==> src/rtl/ppd_pkg.sv <==
`timescale 1ns/1ps
package ppd_pkg;

  // Codes at or below this limit are moved up the table by RATE_ALIAS_STEP.
  localparam int unsigned RATE_ALIAS_LIMIT = 2;
  localparam int unsigned RATE_ALIAS_STEP  = 7;

  // log2 of the period in ticks for a rate code; 0 for the off code.
  function automatic int unsigned rate_shift(input int unsigned code);
    int unsigned eff;
    if (code == 0) return 0;
    eff = (code <= RATE_ALIAS_LIMIT) ? code + RATE_ALIAS_STEP : code;
    return eff - 1;
  endfunction

  // True when the low 'shift' bits of value are all zero.
  function automatic logic on_boundary(input logic [31:0] value,
                                       input int unsigned shift);
    logic [31:0] low_bits;
    low_bits = (32'd1 << shift) - 32'd1;
    return (value & low_bits) == 32'd0;
  endfunction

endpackage

==> src/rtl/ppd_tick_counter.sv <==
`timescale 1ns/1ps
module ppd_tick_counter #(
  parameter int CNT_W = 15
) (
  input  logic             clk,
  input  logic             rst_n,
  input  logic             tick,
  input  logic             hold,
  output logic [CNT_W-1:0] count_q,
  output logic [CNT_W-1:0] count_inc
);
  localparam logic [CNT_W-1:0] ONE  = {{(CNT_W-1){1'b0}}, 1'b1};
  localparam logic [CNT_W-1:0] ZERO = '0;

  // Counter value after the current tick, wrapping at 2^CNT_W.
  assign count_inc = count_q + ONE;

  always_ff @(posedge clk or negedge rst_n) begin
    if (!rst_n) begin
      count_q <= ZERO;
    end else if (hold) begin
      count_q <= ZERO;
    end else if (tick) begin
      count_q <= count_inc;
    end
  end
endmodule

==> src/rtl/ppd_boundary.sv <==
`timescale 1ns/1ps
module ppd_boundary #(
  parameter int CNT_W  = 15,
  parameter int CODE_W = 4
) (
  input  logic              tick,
  input  logic              hold,
  input  logic [CODE_W-1:0] rate_code,
  input  logic              periodic_en,
  input  logic              sqw_en,
  input  logic [CNT_W-1:0]  count_inc,
  output logic              rate_active,
  output logic              event_hit
);
  import ppd_pkg::*;

  localparam logic [CODE_W-1:0] CODE_OFF = '0;

  int unsigned shift;

  assign shift       = rate_shift(32'(rate_code));
  assign rate_active = (rate_code != CODE_OFF) && (periodic_en || sqw_en) && !hold;
  // The counter moves by one, so the next multiple of the period is reached
  // exactly when the incremented count has its low bits clear.
  assign event_hit   = rate_active && tick && on_boundary(32'(count_inc), shift);
endmodule

==> src/rtl/ppd_route.sv <==
`timescale 1ns/1ps
module ppd_route #(
  parameter int N_OUT = 3
) (
  input  logic             clk,
  input  logic             rst_n,
  input  logic             event_hit,
  input  logic [N_OUT-1:0] qualify,
  output logic [N_OUT-1:0] pulse_q
);
  for (genvar i = 0; i < N_OUT; i++) begin : g_pulse
    always_ff @(posedge clk or negedge rst_n) begin
      if (!rst_n) begin
        pulse_q[i] <= 1'b0;
      end else begin
        pulse_q[i] <= event_hit && qualify[i];
      end
    end
  end
endmodule

==> src/rtl/ppd_divider.sv <==
`timescale 1ns/1ps
module ppd_divider #(
  parameter int CNT_W  = 15,
  parameter int CODE_W = 4
) (
  input  logic              clk,
  input  logic              rst_n,
  input  logic              tick_32k,
  input  logic              div_reset,
  input  logic [CODE_W-1:0] rate_code,
  input  logic              periodic_en,
  input  logic              sqw_en,
  output logic              flag_set_o,
  output logic              irq_set_o,
  output logic              sqw_pulse_o
);
  localparam int N_OUT = 3;

  logic [CNT_W-1:0] count_q;
  logic [CNT_W-1:0] count_inc;
  logic             rate_active;
  logic             event_hit;
  logic [N_OUT-1:0] qualify;
  logic [N_OUT-1:0] pulse_q;

  ppd_tick_counter #(.CNT_W(CNT_W)) u_cnt (
    .clk       (clk),
    .rst_n     (rst_n),
    .tick      (tick_32k),
    .hold      (div_reset),
    .count_q   (count_q),
    .count_inc (count_inc)
  );

  ppd_boundary #(.CNT_W(CNT_W), .CODE_W(CODE_W)) u_bnd (
    .tick        (tick_32k),
    .hold        (div_reset),
    .rate_code   (rate_code),
    .periodic_en (periodic_en),
    .sqw_en      (sqw_en),
    .count_inc   (count_inc),
    .rate_active (rate_active),
    .event_hit   (event_hit)
  );

  // Bit 0: flag, always; bit 1: interrupt request; bit 2: square-wave pulse.
  assign qualify = {sqw_en, periodic_en, 1'b1};

  ppd_route #(.N_OUT(N_OUT)) u_route (
    .clk       (clk),
    .rst_n     (rst_n),
    .event_hit (event_hit),
    .qualify   (qualify),
    .pulse_q   (pulse_q)
  );

  assign flag_set_o  = pulse_q[0];
  assign irq_set_o   = pulse_q[1];
  assign sqw_pulse_o = pulse_q[2];
endmodule

==> config.mk <==
export PLATFORM = sky130hd
export DESIGN_NAME = ppd_divider
export DESIGN_NICKNAME = d
export VERILOG_FILES = /design/src/rtl/ppd_pkg.sv /design/src/rtl/ppd_tick_counter.sv /design/src/rtl/ppd_boundary.sv /design/src/rtl/ppd_route.sv /design/src/rtl/ppd_divider.sv
export SDC_FILE = /design/constraint.sdc
export NUM_CORES = 1
export LEC_CHECK = 0
export BUFFER_PORTS_ARGS = -buffer_cell sky130_fd_sc_hd__buf_2
export CELL_PAD_IN_SITES_DETAIL_PLACEMENT = 0
export CELL_PAD_IN_SITES_GLOBAL_PLACEMENT = 1
export CORE_MARGIN = 2
export CORE_UTILIZATION = 45
export CTS_CLUSTER_DIAMETER = 200
export DETAILED_ROUTE_END_ITERATION = 8
export GPL_ROUTABILITY_DRIVEN = 0
export PLACE_DENSITY = 0.75
export SLEW_MARGIN = 20
export SYNTH_ARGS = -nofsm -noshare
export SYNTH_HDL_FRONTEND = slang
export SYNTH_SLANG_ARGS = --single-unit
==> constraint.sdc <==
create_clock -name clk -period 2.93 [get_ports clk]
set_input_delay 0.1465 -clock clk [delete_from_list [all_inputs] [get_ports clk]]
set_output_delay 0.1465 -clock clk [all_outputs]
set_load 0.01 [all_outputs]
# [Yosys cells after proc, flatten, opt, wreduce, memory -nomap -nowiden]
# Cells that the tools add are included.
[totals] output_inout_bits=3 regBits=18 elab_cells=28
[op_classes] bitwise=1 shifts=1 addsub=4 n_reduce_logical=12 muxes=5 n_lt_le_gt_ge=1
[ops] op="$mux W32" n=2
[ops] op="$sub A32 B1 Y32 const B" n=2
[ops] op="$and A15 B32 Y32" n=1
[ops] op="$logic_not A32 Y1" n=1
[ops] op="$shl A1 B32 Y32 const A" n=1
[ops] op="$mux W15" n=2
[ops] op="$add A15 B1 Y15 const B" n=1
[ops] op="$logic_and A1 B1 Y1" n=6
[ops] op="$add A4 B3 Y5 const B" n=1
[ops] op="$le A4 B2 Y1 const B" n=1
[ops] op="$logic_not A4 Y1" n=1
[ops] op="$reduce_bool A4 Y1" n=1
[ops] op="$reduce_bool A2 Y1" n=1
[ops] op="$logic_not A1 Y1" n=1
[ops] op="$logic_or A1 B1 Y1" n=1
[ops] op="$mux W1" n=1

# [Logic depth before layout (Yosys ltp)]
# Gate-level depths: netlist (run 1).
[depth] depth_word=10 ltp_mapped=20

# [Cells and area by module]
# Synthesis (run 1) repeated with hierarchy kept, for this count alone.
[hier_totals] hier_cells=255 hier_area_um2=1994.4
[modules_own_cells] module="ppd_tick_counter" area_per_inst_um2=1044.8 seq_area_each_um2=375.4 cells_each=115 instances=1
[modules_own_cells] module="ppd_boundary" area_per_inst_um2=852.1 seq_area_each_um2=0.0 cells_each=133 instances=1
[modules_own_cells] module="ppd_route" area_per_inst_um2=93.8 seq_area_each_um2=75.1 cells_each=6 instances=1
[modules_own_cells] module="ppd_divider" area_per_inst_um2=3.8 seq_area_each_um2=0.0 cells_each=1 instances=1

# [Worst setup path before layout (run 1)]
# OpenSTA, ideal clock, no wires.
[synth_path] kind="input to register" startpoint="input rate_code[0]" endpoint="register u_route.pulse_q[0]" t_required_ns=2.844 n_path_buf=2 setup_time_ns=0.086 setup_slack_ns=-0.495 t_arrival_ns=3.339 path_stages=17 cell_sequence="buf_4 > inv_2 > ha_1 > nand2b_1 > a21o_1 > and2_1 > ha_1 > o2111a_1 > ha_1 > and4_4 > and4b_4 > or3_1 > buf_6 > o311a_1 > o21ai_1 > o221ai_2 > nor3_1"
[synth_via] elab_chain_cells=9
[synth_lines] element="start, declared" line_no="ppd_divider.sv:10" source="input logic [CODE_W-1:0] rate_code,"
[synth_lines] element="$add A4 B3 Y5 or $le A4 B2 Y1 (tied branches)" line_no="ppd_pkg.sv:12" source="eff = (code <= RATE_ALIAS_LIMIT) ? code + RATE_ALIAS_STEP : code;"
[synth_lines] element="$mux W32" line_no="ppd_pkg.sv:12"
[synth_lines] element="$sub A32 B1 Y32" line_no="ppd_pkg.sv:13" source="return eff - 1;"
[synth_lines] element="$mux W32" line_no="ppd_pkg.sv:12"
[synth_lines] element="$shl A1 B32 Y32" line_no="ppd_pkg.sv:20" source="low_bits = (32'd1 << shift) - 32'd1;"
[synth_lines] element="$sub A32 B1 Y32" line_no="ppd_pkg.sv:20"
[synth_lines] element="$and A15 B32 Y32" line_no="ppd_pkg.sv:21" source="return (value & low_bits) == 32'd0;"
[synth_lines] element="$logic_not A32 Y1" line_no="ppd_pkg.sv:21"
[synth_lines] element="$logic_and A1 B1 Y1 (*)" line_no="ppd_boundary.sv:25" source="assign event_hit = rate_active && tick && on_boundary(32'(count_inc), shift);"
[synth_lines] element="net event_hit" line_no="ppd_divider.sv:22" source="logic event_hit;"
[synth_lines] element="end signal, assigned by index" line_no="ppd_route.sv:16" source="pulse_q[i] <= event_hit && qualify[i];"
[synth_lines] element="end, declared" line_no="ppd_route.sv:9" source="output logic [N_OUT-1:0] pulse_q"
# The timed path passes the listed nets; every way through them passes the cells marked *.
# A chain may end at the register's enable or synchronous reset.

# [Final worst setup path (run 1)]
[layout_path] startpoint="input rate_code[1]" endpoint="register u_route.pulse_q[0]"
# Same word-level chain as after synthesis.

==> metrics.md, run 1 <==
| Metric | Value |
|---|---|
| Status | `finished, violations left` |
| Failing checks | `setup timing` |
| DR WL/cell | `15.0 µm` |
| Max VDD drop | `0.000265 V` |
| Antenna violations before repair | `0` |
| P&R area growth vs syn | `30.2%` |
| Static Leak | `1.06 nW` |
| Worst-Skew Late Latency | `250 ps` |
| Gr usage total | `23.9%` |
| H-tree depth | `1` |
| Pwr per Cell Area | `309 mW/mm²` |
| CP max FO | `4` |
| Fin nets | `301` |
| Row count | `23` |
| Post-synth EDFFs | `0` |
| Dpl hpwl | `3940 µm` |
| Port Buffers | `12` |
| Final worst setup slack | `-46.1 ps` |
| Syn Nets | `250` |
| Post-Synthesis Cells | `234` |
| Final Util | `60.7%` |
| Highest clock rate | `336 MHz` |
| Die height | `68.1 µm` |
| Vias/cell | `5.74` |
| Worst Path Arrival | `3140 ps` |
| Post-synthesis sequential area ratio | `24.3%` |
| Worst Hold Class | `in -> reg` |
| PnR Total Power | `0.745 mW` |
| Synthesized area per cell | `7.91 µm²` |
| Antenna-violating nets left | `0` |
| # fillers | `360` |
| Synth area leader | `dfrtp_1` |
| Max_cap viols | `0` |
| Via count | `1918` |
| Ports | `13` |
| Die ar. | `0.00464 mm²` |
| # diodes | `0` |
| Hold Fails Final Rpt | `0` |
| Final setup violation count | `3` |
| Synthesized area | `0.00185 mm²` |
| First-pass GRT wire length | `8350 µm` |
| Most area-consuming cells after synthesis | `dfrtp_1 24%, xor2_1 9.0%, nor2_1 5.3%, nand2_1 4.3%, ha_1 4.1%` |
| Routed Wire Length | `5020 µm` |
| CTS tree | `yes` |
| CP Class | `in -> reg` |
| Detailed-route DRC error count | `0` |
| Drt first-iter violations | `149` |
| Core Footprint | `0.00397 mm²` |
| Congestion Overflow GR | `0` |
| Pin count of the biggest net entering global routing | `19` |
| Worst setup EP type | `flop` |
| Critical Path RT | `3090 ps` |
| Yosys warnings | `0` |
| Initial Util | `46.6%` |
| Clock transition at path regs | `60 ps` |
| Flops & latches, synth | `18` |
| RSZ-0062 raised after global routing | `yes` |
| Cts bufs inserted | `3` |
| Die width | `68.1 µm` |
| Min Tclk post-route | `2980 ps` |
| Vias in the first global route | `1868` |
| Part of the cycle the worst path needs | `102%` |
| Synth cell types | `54` |
| WHS | `175 ps` |
| Max-slew violation count | `0` |
| TNS Setup | `-115 ps` |
| Design area | `0.00241 mm²` |
| Clock Skew | `1.20 ps` |
| Asr flop ratio synth | `100%` |
| Initial DRT Pass Iterations | `4` |
| DP Area | `0.00225 mm²` |
| Clock Path Buffers | `2` |
| Top cell type's share of synthesized area | `24.3%` |
| Main synth FF type | `dfrtp_1` |
| Startpoint types | `primary input` |
| CTS Root Buffer Type | `clkbuf_8` |
| Layout cells sized above 1 | `29.9%` |
| Clk sink count | `18` |
==> per-layer routing <==
layer,track usage [%],vias to the layer above,wire [µm]
met1,29.6,917,2290
met2,42.6,42,2510
met3,2.30,9,138
met5,0,-,0
met4,9.25,0,89
li1,-,950,-
==> metrics by stage <==
| step | setup slack (ps) | cells |
|---|---|---|
| detailed placement | -484 | 325 |
| CTS | -32.7 | 333 |
| global placement | -321 | 325 |
| finish | -46.1 | 334 |
| floorplan | 13.3 | 234 |
| global route | -180 | 334 |
==> final timing paths <==
check,start,end,slack [ps],cells after the start
setup / recovery,rate_code[1],u_route.pulse_q[0],-50,19
max in group asynchronous,rst_n,u_cnt.count_q[0],2300,2
setup reg to reg,u_cnt.count_q[0],u_route.pulse_q[0],240,10
hold / removal,sqw_en,u_route.pulse_q[2],170,3
min in group asynchronous,rst_n,u_cnt.count_q[9],350,2
hold reg to reg,u_cnt.count_q[14],u_cnt.count_q[14],600,2
==> worst max-delay path, stage by stage <==
cell      delay (ps)
buf_8            110
ha_4             150
nand2b_4         140
a21o_1           190
and2_4           140
ha_4             150
o2111a_1         140
ha_4             170
nand2b_4         130
a31oi_1          130
o21ai_1          100
a21o_1           180
ha_1             270
o22ai_1           60
nor4b_1          260
o211ai_1         130
a31oi_1          190
o221ai_2         150
nor3_1           200
==> layout make-up <==
class	count	area [µm²]	share of cell area, %
Multi-Input combinational cell	198	1390	57.7
Sequential cell	18	450	18.7
Timing Repair Buffer	57	420	17.4
Tap cell	50	62.6	2.60
Clock buffer	4	55.1	2.28
Inverter	7	31.3	1.30
==> state kept, by name (all words and copies together), names as in the netlist <==
name             flops
u_cnt.count_q       15
u_route.pulse_q      3
==> report_power, final <==
part	total, mW	switching (mW)	internal (mW)
Clock	0.199	0.0792	0.119
Combinational	0.288	0.146	0.142
Sequential	0.258	0.00573	0.252
==> cell families (layout without fill, tap and decap cells) <==
family | count (synthesis) | count (layout) | share of synthesized area (%)
buf+inv | 18 | 68 | 5.27
flops | 18 | 18 | 24.3
fa+ha+maj | 6 | 6 | 4.06
compound gates | 52 | 52 | 20.1
simple gates | 110 | 110 | 31.9
other cells | 1 | 1 | 0.203
xor+xnor | 27 | 27 | 12.8
mux | 2 | 2 | 1.28
==> synthesized netlist by cell type, types with 2 or more instances <==
| cell type | count |
|---|---|
| nor2_1 | 26 |
| nand2_1 | 21 |
| xor2_1 | 19 |
| dfrtp_1 | 18 |
| nand3_1 | 11 |
| nand4_1 | 11 |
| nor3_1 | 9 |
| o21ai_0 | 9 |
| xnor2_1 | 8 |
| and3_1 | 7 |
| a21oi_1 | 6 |
| ha_1 | 6 |
| nor2b_1 | 6 |
| clkbuf_1 | 5 |
| inv_1 | 5 |
| nand2b_1 | 5 |
| a31oi_1 | 4 |
| o21ai_1 | 4 |
| o22ai_1 | 4 |
| or3_1 | 4 |
| buf_6 | 3 |
| o211ai_1 | 3 |
| o31a_1 | 3 |
| a21o_1 | 2 |
| buf_4 | 2 |
| inv_2 | 2 |
| o21a_1 | 2 |
| o21bai_1 | 2 |
| o31ai_1 | 2 |
==> placed cells by master (no fill, tap or decap), types with 4 or more instances in the layout <==
cell type	count
a21oi_1	4
a31oi_1	4
and3_1	7
buf_2	10
buf_4	44
clkbuf_8	4
dfrtp_1	18
inv_1	5
nand2_1	20
nand3_1	11
nand4_1	11
nor2_1	26
nor2b_1	6
nor3_1	7
o21ai_0	9
o21ai_1	4
o22ai_1	4
xnor2_1	8
xor2_1	19
==> repair_timing <==
item	in CTS	in global routing
resized for setup	12	3
endpoints found under the setup margin	3	3
hold buffers	1	0
endpoints found under the hold margin	18	0
setup buffers	3	1
pin swaps	10	1
gates cloned	0	0
Power figures use the tool's default switching activity.
==> inputs of run 2 (changes only) <==
--- a/config.mk
+++ b/config.mk
@@ -5,15 +5,15 @@
 export SDC_FILE = /design/constraint.sdc
 export NUM_CORES = 1
 export LEC_CHECK = 0
-export BUFFER_PORTS_ARGS = -buffer_cell sky130_fd_sc_hd__buf_2
 export CELL_PAD_IN_SITES_DETAIL_PLACEMENT = 0
 export CELL_PAD_IN_SITES_GLOBAL_PLACEMENT = 1
 export CORE_MARGIN = 2
-export CORE_UTILIZATION = 45
+export CORE_UTILIZATION = 48
 export CTS_CLUSTER_DIAMETER = 200
 export DETAILED_ROUTE_END_ITERATION = 8
+export DONT_BUFFER_PORTS = 1
 export GPL_ROUTABILITY_DRIVEN = 0
-export PLACE_DENSITY = 0.75
+export PLACE_DENSITY = 0.76
 export SLEW_MARGIN = 20
 export SYNTH_ARGS = -nofsm -noshare
 export SYNTH_HDL_FRONTEND = slang
==> metrics.md, run 2 (synthesized netlist as in run 1, its figures left out) <==
| Metric | Value |
|---|---|
| TNS Setup | `0 ps (was -115 ps)` |
| Part of the cycle the worst path needs | `95.7% (was 102%)` |
| Gr usage total | `23.6% (was 23.9%)` |
| H-tree depth | `1 (unchanged)` |
| Max_slew headroom | `47.5%` |
| Critical Path RT | `3100 ps (was 3090 ps)` |
| Antenna-violating nets left | `0 (unchanged)` |
| Placed insts | `300 (was 325)` |
| CP Cell Sequence | `inv_6, ha_4, nand2b_4, a21o_1, and2_4, ha_4, o2111a_2, ha_4, nand2b_4, a31oi_1, o21ai_1, a21o_1, ha_1, o22ai_1, nor4b_2, o211ai_1, a31oi_1, o221ai_2, nor3_2 (was buf_8, ha_4, nand2b_4, a21o_1, and2_4, ha_4, o2111a_1, ha_4, nand2b_4, a31oi_1, o21ai_1, a21o_1, ha_1, o22ai_1, nor4b_1, o211ai_1, a31oi_1, o221ai_2, nor3_1)` |
| Startpoint types | `primary input (unchanged)` |
| Detailed-route DRC error count | `0 (unchanged)` |
| Die width | `66.1 µm (was 68.1 µm)` |
| Switching Share | `30.0% (was 31.0%)` |
| Combinational Power Share | `34.6% (was 38.7%)` |
| Most common cell after layout, fill and taps aside | `buf_4 (unchanged)` |
| Largest Register | `u_cnt.count_q (unchanged)` |
| Pre-CTS setup slack | `-303 ps (was -484 ps)` |
| Clock network power share | `28.3% (was 26.7%)` |
| Fin nets | `276 (was 301)` |
| GR peak layer | `met2 (unchanged)` |
| # fillers | `341 (was 360)` |
| Layout cells sized above 1 | `23.6% (was 29.9%)` |
| Die ar. | `0.00437 mm² (was 0.00464 mm²)` |
| Drt first-iter violations | `112 (was 149)` |
| Crit path largest cell delay | `270 ps (about the same)` |
| Core Footprint | `0.00369 mm² (was 0.00397 mm²)` |
| Final Util | `60.8% (was 60.7%)` |
| Port Buffers | `0 (was 12)` |
| Die height | `66.1 µm (was 68.1 µm)` |
| First-pass GRT wire length | `8070 µm (was 8350 µm)` |
| CP max stage cell | `ha_1 (unchanged)` |
| Max FFs per register | `15 (unchanged)` |
| Vias/cell | `5.97 (was 5.74)` |
| Most frequent CP cell | `ha_4 (unchanged)` |
| Worst setup EP type | `flop (unchanged)` |
| Status | `completed (was finished, violations left)` |
| Net Switching | `0.209 mW (was 0.231 mW)` |
| Row count | `22 (was 23)` |
| Cts bufs inserted | `3 (unchanged)` |
| PnR Total Power | `0.697 mW (was 0.745 mW)` |
| Max_cap viols | `0 (unchanged)` |
| Worst Path Arrival | `2970 ps (was 3140 ps)` |
| Static Leak | `0.944 nW (was 1.06 nW)` |
| Routed Wire Length | `4780 µm (was 5020 µm)` |
| DR WL/cell | `15.6 µm (was 15.0 µm)` |
| Final setup violation count | `0 (was 3)` |
| CTS Root Buffer Type | `clkbuf_8 (unchanged)` |
| P&R area growth vs syn | `21.2% (was 30.2%)` |
| Hold Fails Final Rpt | `0 (unchanged)` |
| Pin count of the biggest net entering global routing | `19 (unchanged)` |
| Min Tclk post-route | `2800 ps (was 2980 ps)` |
| Sequential Power Share | `37.1% (was 34.7%)` |
| Ports | `13 (unchanged)` |
| Met1 usage | `33.2% (was 29.6%)` |
| Pwr per Cell Area | `311 mW/mm² (was 309 mW/mm²)` |
| Max VDD drop | `0.000247 V (was 0.000265 V)` |
| Final std cells w/o fill | `307 (was 334)` |
| Int Power | `0.488 mW (was 0.514 mW)` |
| Final worst setup slack | `127 ps (was -46.1 ps)` |
| DP Area | `0.00211 mm² (was 0.00225 mm²)` |
| Congestion Overflow GR | `0 (unchanged)` |
| Clock Skew | `2.99 ps (was 1.20 ps)` |
| CP Class | `in -> reg (unchanged)` |
| Antenna violations before repair | `0 (unchanged)` |
| Initial DRT Pass Iterations | `4 (unchanged)` |
| Highest clock rate | `357 MHz (was 336 MHz)` |
| Worst Hold Class | `in -> reg (unchanged)` |
| Via count | `1833 (was 1918)` |
| CTS tree | `yes (unchanged)` |
| Clock transition at path regs | `70 ps (was 60 ps)` |
| Met3 Usage GRT | `3.92% (was 2.30%)` |
| Clk sink count | `18 (unchanged)` |
| Biggest registers after layout | `u_cnt.count_q x15, u_route.pulse_q x3 (unchanged)` |
| Grt met2 use | `38.6% (was 42.6%)` |
| CP max FO | `9 (was 4)` |
| Initial Util | `50.2% (was 46.6%)` |
| Worst-Skew Late Latency | `250 ps (about the same)` |
| Worst-Margin Slew | `785 ps` |
| Crit path max-delay family | `compound AO/OA/AOI/OAI gates (unchanged)` |
| Max-slew violation count | `0 (unchanged)` |
| WHS | `43.7 ps (was 175 ps)` |
| Design area | `0.00224 mm² (was 0.00241 mm²)` |
| Clock Path Buffers | `2 (unchanged)` |
| Dpl hpwl | `3820 µm (was 3940 µm)` |
| # diodes | `0 (unchanged)` |
| Most frequent cells in the layout | `30 x buf_4, 26 x nor2_1, 21 x nand2_1, 19 x xor2_1, 18 x dfrtp_1 (was 44 x buf_4, 26 x nor2_1, 20 x nand2_1, 19 x xor2_1, 18 x dfrtp_1)` |
| Buf/Inv on CP | `1 (unchanged)` |
| Vias in the first global route | `1699 (was 1868)` |
[run 2: cell types whose count changed in the layout (fill, tap and decap cells not counted), sizes merged]
cell,before,now
dlygate4sd3,1,2
buf,56,30
[run 2: layout make-up]
class                   count  area [µm²]  area share (%)
multi-input cells         198        1400            62.4
flip-flops and latches     18         450            20.1
well taps                  48        60.1            2.68
clock buffers               4        55.1            2.46
inverters                   7        31.3            1.40
repair buffers             32         245            10.9
[run 2: timing repair]
item	CTS	global route
pin swaps	3	4
cloned	0	0
buffers inserted	0	1
hold buffers	2	0
setup endpoints to repair	3	3
hold endpoints to repair	33	0
resized for setup	3	7
[run 2: worst reg2reg max path: stages (launching register included)]
cell	delay, ps
dfrtp_1	470
ha_1	270
nand3_1	130
nor2_1	230
and3_1	250
and3_1	230
and3_1	250
nand3_1	110
xor2_1	180
o221ai_2	310
nor3_2	70
[run 2: power by group through the flow]
stage | Sequential [mW] | Combinational (mW) | Clock [mW]
2_1_floorplan | 0.261 | 0.163 | 0
3_3_place_gp | 0.263 | 0.214 | 0
3_5_place_dp | 0.263 | 0.219 | 0
4_1_cts | 0.259 | 0.232 | 0.205
5_1_grt | 0.259 | 0.263 | 0.218
6_report | 0.259 | 0.241 | 0.197
[run 2: worst paths after layout]
check / to / slack (ps) / from / depth (start not counted)
worst max-delay path: u_route.pulse_q[1] / 130 / rate_code[0] / 19
worst min register to register: u_cnt.count_q[14] / 590 / u_cnt.count_q[14] / 2
max in group asynchronous: u_cnt.count_q[0] / 2020 / rst_n / 1
min in group asynchronous: u_cnt.count_q[12] / 420 / rst_n / 1
worst max register to register: u_route.pulse_q[1] / 320 / u_cnt.count_q[0] / 10
worst min-delay path: u_route.pulse_q[1] / 40 / periodic_en / 2
[run 2: per-layer routing]
metal / share of wire [%] / up-vias
met5: 0 / -
met4: 1.3 / 0
met3: 5.7 / 6
met2: 47 / 46
met1: 46 / 883
li1: - / 898
